<file path="src/rtl/fwd_pkg.sv">
package fwd_pkg;

    localparam int REG_AW  = 5;
    localparam int OPC_W   = 7;
    localparam int SEL_W   = 2;
    localparam int NUM_SRC = 2;

    typedef logic [REG_AW-1:0] reg_idx_t;
    typedef logic [OPC_W-1:0]  opcode_t;

    typedef enum logic [SEL_W-1:0] {
        SRC_RF  = 2'b00,
        SRC_MEM = 2'b01,
        SRC_WB  = 2'b10
    } fwd_sel_e;

    localparam opcode_t OPC_ALU_RR = 7'b0110011;
    localparam opcode_t OPC_ALU_RI = 7'b0010011;
    localparam opcode_t OPC_LOAD   = 7'b0000011;
    localparam opcode_t OPC_STORE  = 7'b0100011;
    localparam opcode_t OPC_BRANCH = 7'b1100011;
    localparam opcode_t OPC_JMP_IND= 7'b1100111;
    localparam opcode_t OPC_JMP    = 7'b1101111;
    localparam opcode_t OPC_UPPER  = 7'b0110111;
    localparam opcode_t OPC_PCREL  = 7'b0010111;

    // Register usage of one instruction, as it travels from decode to execute.
    typedef struct packed {
        reg_idx_t [NUM_SRC-1:0] src;
        logic     [NUM_SRC-1:0] src_used;
        reg_idx_t               dst;
        logic                   dst_write;
        logic                   is_load;
    } op_use_t;

    localparam op_use_t OP_BUBBLE = '0;

    // Which fields are genuine register accesses for a given opcode.
    function automatic op_use_t classify(opcode_t opc, reg_idx_t rd,
                                         reg_idx_t rs1, reg_idx_t rs2);
        op_use_t u;
        u          = OP_BUBBLE;
        u.src[0]   = rs1;
        u.src[1]   = rs2;
        u.dst      = rd;
        case (opc)
            OPC_ALU_RR:  begin u.src_used = 2'b11; u.dst_write = 1'b1; end
            OPC_ALU_RI:  begin u.src_used = 2'b01; u.dst_write = 1'b1; end
            OPC_LOAD:    begin u.src_used = 2'b01; u.dst_write = 1'b1; u.is_load = 1'b1; end
            OPC_STORE:   u.src_used = 2'b11;
            OPC_BRANCH:  u.src_used = 2'b11;
            OPC_JMP_IND: begin u.src_used = 2'b01; u.dst_write = 1'b1; end
            OPC_JMP, OPC_UPPER, OPC_PCREL: u.dst_write = 1'b1;
            default:     u = OP_BUBBLE;
        endcase
        return u;
    endfunction

endpackage

</file>
<file path="src/rtl/fwd_decode.sv">
// Turns raw decode-stage fields into a register-usage record.
module fwd_decode
    import fwd_pkg::*;
(
    input  opcode_t  opcode,
    input  reg_idx_t rd,
    input  reg_idx_t rs1,
    input  reg_idx_t rs2,
    output op_use_t  use_o
);
    always_comb use_o = classify(opcode, rd, rs1, rs2);
endmodule

</file>
<file path="src/rtl/fwd_ex_shadow.sv">
// Execute-stage copy of the usage record; a freeze loads a bubble.
module fwd_ex_shadow
    import fwd_pkg::*;
(
    input  logic    clk,
    input  logic    rst,
    input  logic    bubble,
    input  op_use_t id_use,
    output op_use_t ex_use
);
    always_ff @(posedge clk) begin
        if (rst || bubble) ex_use <= OP_BUBBLE;
        else               ex_use <= id_use;
    end
endmodule

</file>
<file path="src/rtl/fwd_src_select.sv">
// Operand source choice for one execute-stage source; the memory stage wins.
module fwd_src_select
    import fwd_pkg::*;
(
    input  reg_idx_t src,
    input  logic     used,
    input  reg_idx_t mem_rd,
    input  logic     mem_wr,
    input  reg_idx_t wb_rd,
    input  logic     wb_wr,
    output fwd_sel_e sel
);
    logic live;
    logic hit_mem;
    logic hit_wb;

    always_comb begin
        live    = used && (src != '0);
        hit_mem = live && mem_wr && (mem_rd == src);
        hit_wb  = live && wb_wr  && (wb_rd  == src);
        if (hit_mem)     sel = SRC_MEM;
        else if (hit_wb) sel = SRC_WB;
        else             sel = SRC_RF;
    end
endmodule

</file>
<file path="src/rtl/fwd_load_stall.sv">
// Load-use detection between the load in execute and the reader in decode.
module fwd_load_stall
    import fwd_pkg::*;
(
    input  op_use_t ex_use,
    input  op_use_t id_use,
    output logic    stall
);
    logic [NUM_SRC-1:0] dep;

    for (genvar g = 0; g < NUM_SRC; g++) begin : g_dep
        assign dep[g] = id_use.src_used[g] && (id_use.src[g] == ex_use.dst);
    end

    assign stall = ex_use.is_load && (ex_use.dst != '0) && (|dep);
endmodule

</file>
<file path="src/rtl/fwd_unit.sv">
module fwd_unit
    import fwd_pkg::*;
(
    input  logic              clk,
    input  logic              rst,
    input  logic [6:0]        id_opcode,
    input  logic [4:0]        id_rd,
    input  logic [4:0]        id_rs1,
    input  logic [4:0]        id_rs2,
    input  logic [4:0]        mem_rd,
    input  logic              mem_reg_write,
    input  logic [4:0]        wb_rd,
    input  logic              wb_reg_write,
    output logic [1:0]        fwd_rs1_sel,
    output logic [1:0]        fwd_rs2_sel,
    output logic              freeze
);
    op_use_t  id_use;
    op_use_t  ex_use;
    fwd_sel_e sel [NUM_SRC];
    logic     stall;

    fwd_decode i_decode (
        .opcode (id_opcode),
        .rd     (id_rd),
        .rs1    (id_rs1),
        .rs2    (id_rs2),
        .use_o  (id_use)
    );

    fwd_load_stall i_stall (
        .ex_use (ex_use),
        .id_use (id_use),
        .stall  (stall)
    );

    fwd_ex_shadow i_shadow (
        .clk    (clk),
        .rst    (rst),
        .bubble (stall),
        .id_use (id_use),
        .ex_use (ex_use)
    );

    for (genvar g = 0; g < NUM_SRC; g++) begin : g_src
        fwd_src_select i_sel (
            .src    (ex_use.src[g]),
            .used   (ex_use.src_used[g]),
            .mem_rd (mem_rd),
            .mem_wr (mem_reg_write),
            .wb_rd  (wb_rd),
            .wb_wr  (wb_reg_write),
            .sel    (sel[g])
        );
    end

    assign fwd_rs1_sel = sel[0];
    assign fwd_rs2_sel = sel[1];
    assign freeze      = stall;
endmodule

</file>
<file path="config.mk">
export PLATFORM = sky130hd
export DESIGN_NAME = fwd_unit
export DESIGN_NICKNAME = d
export VERILOG_FILES = /design/src/rtl/fwd_pkg.sv /design/src/rtl/fwd_decode.sv /design/src/rtl/fwd_ex_shadow.sv /design/src/rtl/fwd_src_select.sv /design/src/rtl/fwd_load_stall.sv /design/src/rtl/fwd_unit.sv
export SDC_FILE = /design/constraint.sdc
export NUM_CORES = 1
export LEC_CHECK = 0
export BUFFER_PORTS_ARGS = -buffer_cell sky130_fd_sc_hd__buf_2
export CAP_MARGIN = 25
export CORE_MARGIN = 10
export CORE_UTILIZATION = 49
export DETAILED_ROUTE_END_ITERATION = 8
export GPL_TIMING_DRIVEN = 0
export PLACE_DENSITY_LB_ADDON = 0.05
export SLEW_MARGIN = 10
export SYNTH_ARGS = -nofsm -noshare
export SYNTH_HDL_FRONTEND = slang
export SYNTH_SLANG_ARGS = --single-unit
export TNS_END_PERCENT = 10
</file>
<file path="constraint.sdc">
create_clock -name clk -period 2.9 [get_ports clk]
set_input_delay 0.58 -clock clk [delete_from_list [all_inputs] [get_ports clk]]
set_output_delay 0.58 -clock clk [all_outputs]
set_load 0.05 [all_outputs]
</file>
# ---- Yosys cells after proc, flatten, opt, wreduce, memory -nomap -nowiden
# Cells that the tools add are included.
# Widths: inputs -> output; s select.
dict set report op_classes {
  n_eq_ne 15
  muxes 7
  n_bitwise 1
  reduce_logical 23
}
# cell n
set op_table {}
lappend op_table {{$eq 5x5->1} 6}
lappend op_table {{$eq 7x6->1 const B} 3}
lappend op_table {{$eq 7x7->1 const B} 3}
lappend op_table {{$reduce_bool 5->1} 3}
lappend op_table {{$eq 7x5->1 const B} 2}
lappend op_table {{$logic_and 1x1->1} 14}
lappend op_table {{$mux 10} 1}
lappend op_table {{$reduce_or 9->1} 1}
lappend op_table {{$mux 2} 4}
lappend op_table {{$eq 7x2->1 const B} 1}
lappend op_table {{$reduce_or 3->1} 2}
lappend op_table {{$pmux 2 s2} 1}
lappend op_table {{$reduce_or 2->1} 2}
lappend op_table {{$logic_or 1x1->1} 1}
lappend op_table {{$mux 1} 1}
lappend op_table {{$not 1->1} 1}
dict set report word_totals {
  ff_bits 18
  output_inout_bits 5
  elab_cells 51
}

# ---- Logic depth before layout (Yosys ltp)
dict set report logic_depth {
  depth_word 9
  ltp_mapped 9
  depth_no_buf 6
}

# ---- Hierarchy
# Synthesis repeated with hierarchy kept, for this count alone.
dict set report unflattened {
  cells_unflattened 130
  area_unflattened_um2 1307.5
}
# module n_inst cells_each area_per_inst_um2 seq_area_each_um2
set modules_own_cells {}
lappend modules_own_cells {fwd_ex_shadow 1 42 626.9 380.4}
lappend modules_own_cells {fwd_src_select 2 19 152.6 0.0}
lappend modules_own_cells {fwd_decode 1 33 241.5 0.0}
lappend modules_own_cells {fwd_load_stall 1 17 133.9 0.0}

# ---- Worst setup path before layout
# Ideal clock, no wire load.
dict set report synth_path {
  kind {input-to-output}
  startpoint {input port id_opcode[4]}
  endpoint {output port freeze}
  arrival_ps 2649
  required_time_ps 2320
  setup_slack_ps -329
  cell_stages 6
  path_cell_list {nand2b_1 -> a2111oi_4 -> o21ai_0 -> xnor2_1 -> or3_1 -> a21oi_1}
}
dict set report synth_between {
  elab_chain_cells 7
  word_cells_on_any_way 20
  classes_between {eq/ne (11); mux (2); reduce/logical (7)}
}
# item line_no
set synth_lines {}
lappend synth_lines {{start: declaration} fwd_unit.sv:6} ;# input logic [6:0] id_opcode,
lappend synth_lines {{$eq 7x6->1 (tied with other cells)} fwd_pkg.sv:46} ;# case (opc)
lappend synth_lines {{$reduce_or 9->1 (no source line)} n/a}
lappend synth_lines {{$mux 10} fwd_pkg.sv:46}
lappend synth_lines {{$eq 5x5->1} fwd_load_stall.sv:12} ;# assign dep[g] = id_use.src_used[g] && (id_use.src[g] == ex_use.dst);
lappend synth_lines {{$logic_and 1x1->1} fwd_load_stall.sv:12}
lappend synth_lines {{$reduce_or 2->1 *} fwd_load_stall.sv:15} ;# assign stall = ex_use.is_load && (ex_use.dst != '0) && (|dep);
lappend synth_lines {{$logic_and 1x1->1 *} fwd_load_stall.sv:15}
lappend synth_lines {{end: declaration} fwd_unit.sv:16} ;# output logic freeze
# Mark *: on every way between the ends. The rest lies on a longest branch, timed or not.

# ---- Worst setup path in the final report
dict set report layout_path {
  startpoint {input port id_opcode[3]}
  endpoint {output port freeze}
}
# The elaborated chain is that of the path after synthesis.

==> flow_summary.yaml <==
routing:
  drtAntennaViolNets: 0
  drc_errors: 0
  viasPerCell: 5.61
  avgRoutedWirePerCell_um: 16.1
  drt-initial-drc-count: 53
  routed_wl_um: 3770
  firstDrtPassIters: 4
  vias: 1313
global_routing:
  grt_util_all_layers_pct: 14.8
  gr-usage-met2_pct: 24.8
  met1_usage_pct: 17.0
  antenna_found_initial: 0
  busiest_layer: "met2"
  grt_pass1_vias: 1359
  grt_pass1_wl_um: 6230
  grt.met3_usage_pct: 5.14
  grt_max_degree: 11
  grt_overflow: 0
yosys:
  ys_seq_area_share_pct: 30.0
  yosysWarnings: 0
  synth_cell_types: 39
  synth_enable_flop_cells: 0
  synth_area_leaders: "dfxtp_1 (30%), xnor2_1 (12%), nor3_1 (8.3%), xor2_1 (6.6%), nand2_1 (5.6%)"
  synthArstFlopShare_pct: 0
  synth.top_cell.area_share_pct: 30.0
  avgSynthCellArea_um2: 8.29
  synthesis.area_um2: 1200
  synthMostInstantiatedCell: "nor3_1"
  syn-num-nets: 181
  synth-seq-cells: 18
  synth_top_cell_by_area: "dfxtp_1"
  yosys-top-cells-count: "nor3_1 (20), dfxtp_1 (18), nand2_1 (18)"
  syn_inst: 145
  synth_ff_type: "dfxtp_1"
outcome:
  violations: "negative setup slack"
  outcome: "finished with violations"
critical_path:
  reg2regPathDepth: 8
  cp-start-kind: "input port"
  slowest_stage: "or3_4"
  worstSetupPathType: "input port to output pin"
  timing.rr.end: "i_shadow.ex_use[10]"
  path_max_fanout: 5
  cp.arrival_ns: 2.35
  endpoint_kind: "output pin"
  cp.required_ns: 2.32
  r2r-start: "i_shadow.ex_use[2]"
  r2r_slack_ns: 0.78
  slowest_delay_ns: 0.35
  cp_cell_sequence: "buf_2 -> nand3b_1 -> buf_4 -> nor3_4 -> or2_1 -> buf_6 -> a22oi_2 -> or3_4 -> a21oi_4 -> buf_8"
placement:
  hpwl_um: 2680
  gp_congestion: 0.862
  place_area_um2: 1450
  io_buffers: 40
cts:
  cts_hold_buf: 0
  root_buffer: "clkbuf_4"
  clk_pin_slew_ns: 0.11
  cts.path.max_buffers: 2
  cts_tree: "done"
  htreeDepth: 1
  clock-sinks: 18
  clk_latency_ns: 0.31
  numCtsBuffers: 3
floorplan:
  core_um2: 2280
  row_count: 17
  initial_utilization_pct: 52.8
  die_w_um: 69.5
  die-area_um2: 4840
  pin_count: 41
  die_h_um: 69.5
flow_run:
  cap_viol_max_count: 0
sta:
  setup_viol: 1
  final_max_slew_viol_count: 0
  slew_headroom_pct: 51.4
  clock.fmax_mhz: 342
  worstMarginPinSlew_ns: 0.721
  fin_setup_tns_ns: -0.0259
  finalCritPeriodShare_pct: 101
  rsz0062_at_grt: "true"
  clock_skew_ns: 0.00877
  hold_viol: 0
  fin_ws_ns: -0.0259
  post-route-min-period_ns: 2.93
cells_and_area:
  largest_reg_flops: 18
  fin_area_um2: 1710
  top_register: "i_shadow.ex_use"
  reg_top3: "i_shadow.ex_use (18)"
  diodes: 0
  drive_above_1_share_pct: 40.8
  area_growth_pct: 42.4
  nets: 243
min_path:
  hold-path-endpoint: "i_shadow.ex_use[0]"
  worstHoldStart: "id_opcode[2]"
  holdPathStages: 2
  hp-class: "input port to register"
power_and_ir_drop:
  leakage_uw: 0.000704
  ir_drop_uv: 374
  powerDensity_nw_per_um2: 313
==> routing by layer <==
layer / part of all wire (%) / up-vias
li1: - / 646
met1: 41 / 610
met2: 50 / 45
met3: 6.5 / 12
met4: 2.2 / 0
met5: 0 / -
==> worst max-delay path, delay by kind of cell <==
| family | cells | cell delay [ns] |
|---|---|---|
| and+or+nand+nor | 4 | 0.94 |
| buffers and inverters | 4 | 0.56 |
| AOI/OAI and AO/OA | 2 | 0.26 |
==> cell usage in the layout, fill, tap and decap left out, types with 2 or more instances in the layout <==
| cell | n |
|---|---|
| buf_2 | 40 |
| nor3_1 | 19 |
| buf_4 | 19 |
| nand2_1 | 18 |
| dfxtp_1 | 18 |
| xnor2_1 | 15 |
| xor2_1 | 9 |
| nor2_1 | 5 |
| o21ai_0 | 4 |
| nor4_1 | 4 |
| inv_1 | 3 |
| nand3_1 | 3 |
| o22ai_1 | 3 |
| clkbuf_4 | 3 |
| nand3b_1 | 2 |
| nor2b_1 | 2 |
| o21ai_2 | 2 |
| buf_6 | 2 |
| nor4bb_1 | 2 |
| a21oi_1 | 2 |
| or4_1 | 2 |
| nand4_1 | 2 |
| buf_8 | 2 |
==> power by group <==
part	total (uW)	switching, uW	internal, uW
Sequential	255	3.97	251
Combinational	119	58.1	60.5
Clock	162	85.1	76.8
Total	535	147	388
==> timing repair <==
action / in CTS / in global routing
pin swaps: 5 / 11
buffers inserted: 10 / 7
endpoints found under the setup margin: 1 / 10
resized for setup: 12 / 11
==> logic make-up after synthesis <==
| family | share of synthesized area [%] |
|---|---|
| flops | 30.0 |
| simple gates | 31.3 |
| buf+inv | 4.89 |
| compound gates | 15.6 |
| xor+xnor | 18.2 |
==> layout make-up <==
type,instances,area [um2]
clock buffer,4,36.3
sequential,18,360
buffer,7,51.3
tap,28,35.0
multi-input combinational,117,870
timing repair buffer,57,348
fill,174,564
inverter,3,11.3
==> per-stage QoR <==
stage                     hold WS (ns)  setup WS [ns]  std cells  total power, uW  utilization, %
after floorplan                  0.656         0.0546        145              309               -
after global placement           0.798         -0.384        213              350            63.7
after detailed placement         0.806         -0.365        213              352            63.7
after CTS                        0.479         0.0157        227              519            70.8
after global routing             0.467        -0.0832        234              560            75.2
final                            0.472        -0.0259        234              535            75.2
==> how the worst max path moves through the flow <==
stage	startpoint	to	slack, ns	cells past startpoint
3_3_place_gp	id_opcode[3]	freeze	-0.38	8
3_5_place_dp	id_opcode[4]	freeze	-0.37	8
4_1_cts	id_opcode[4]	freeze	0.02	9
2_1_floorplan	id_opcode[4]	freeze	0.05	6
5_1_grt	id_opcode[3]	freeze	-0.08	9
6_report	id_opcode[3]	freeze	-0.03	10
Power figures use the tool's default switching activity.
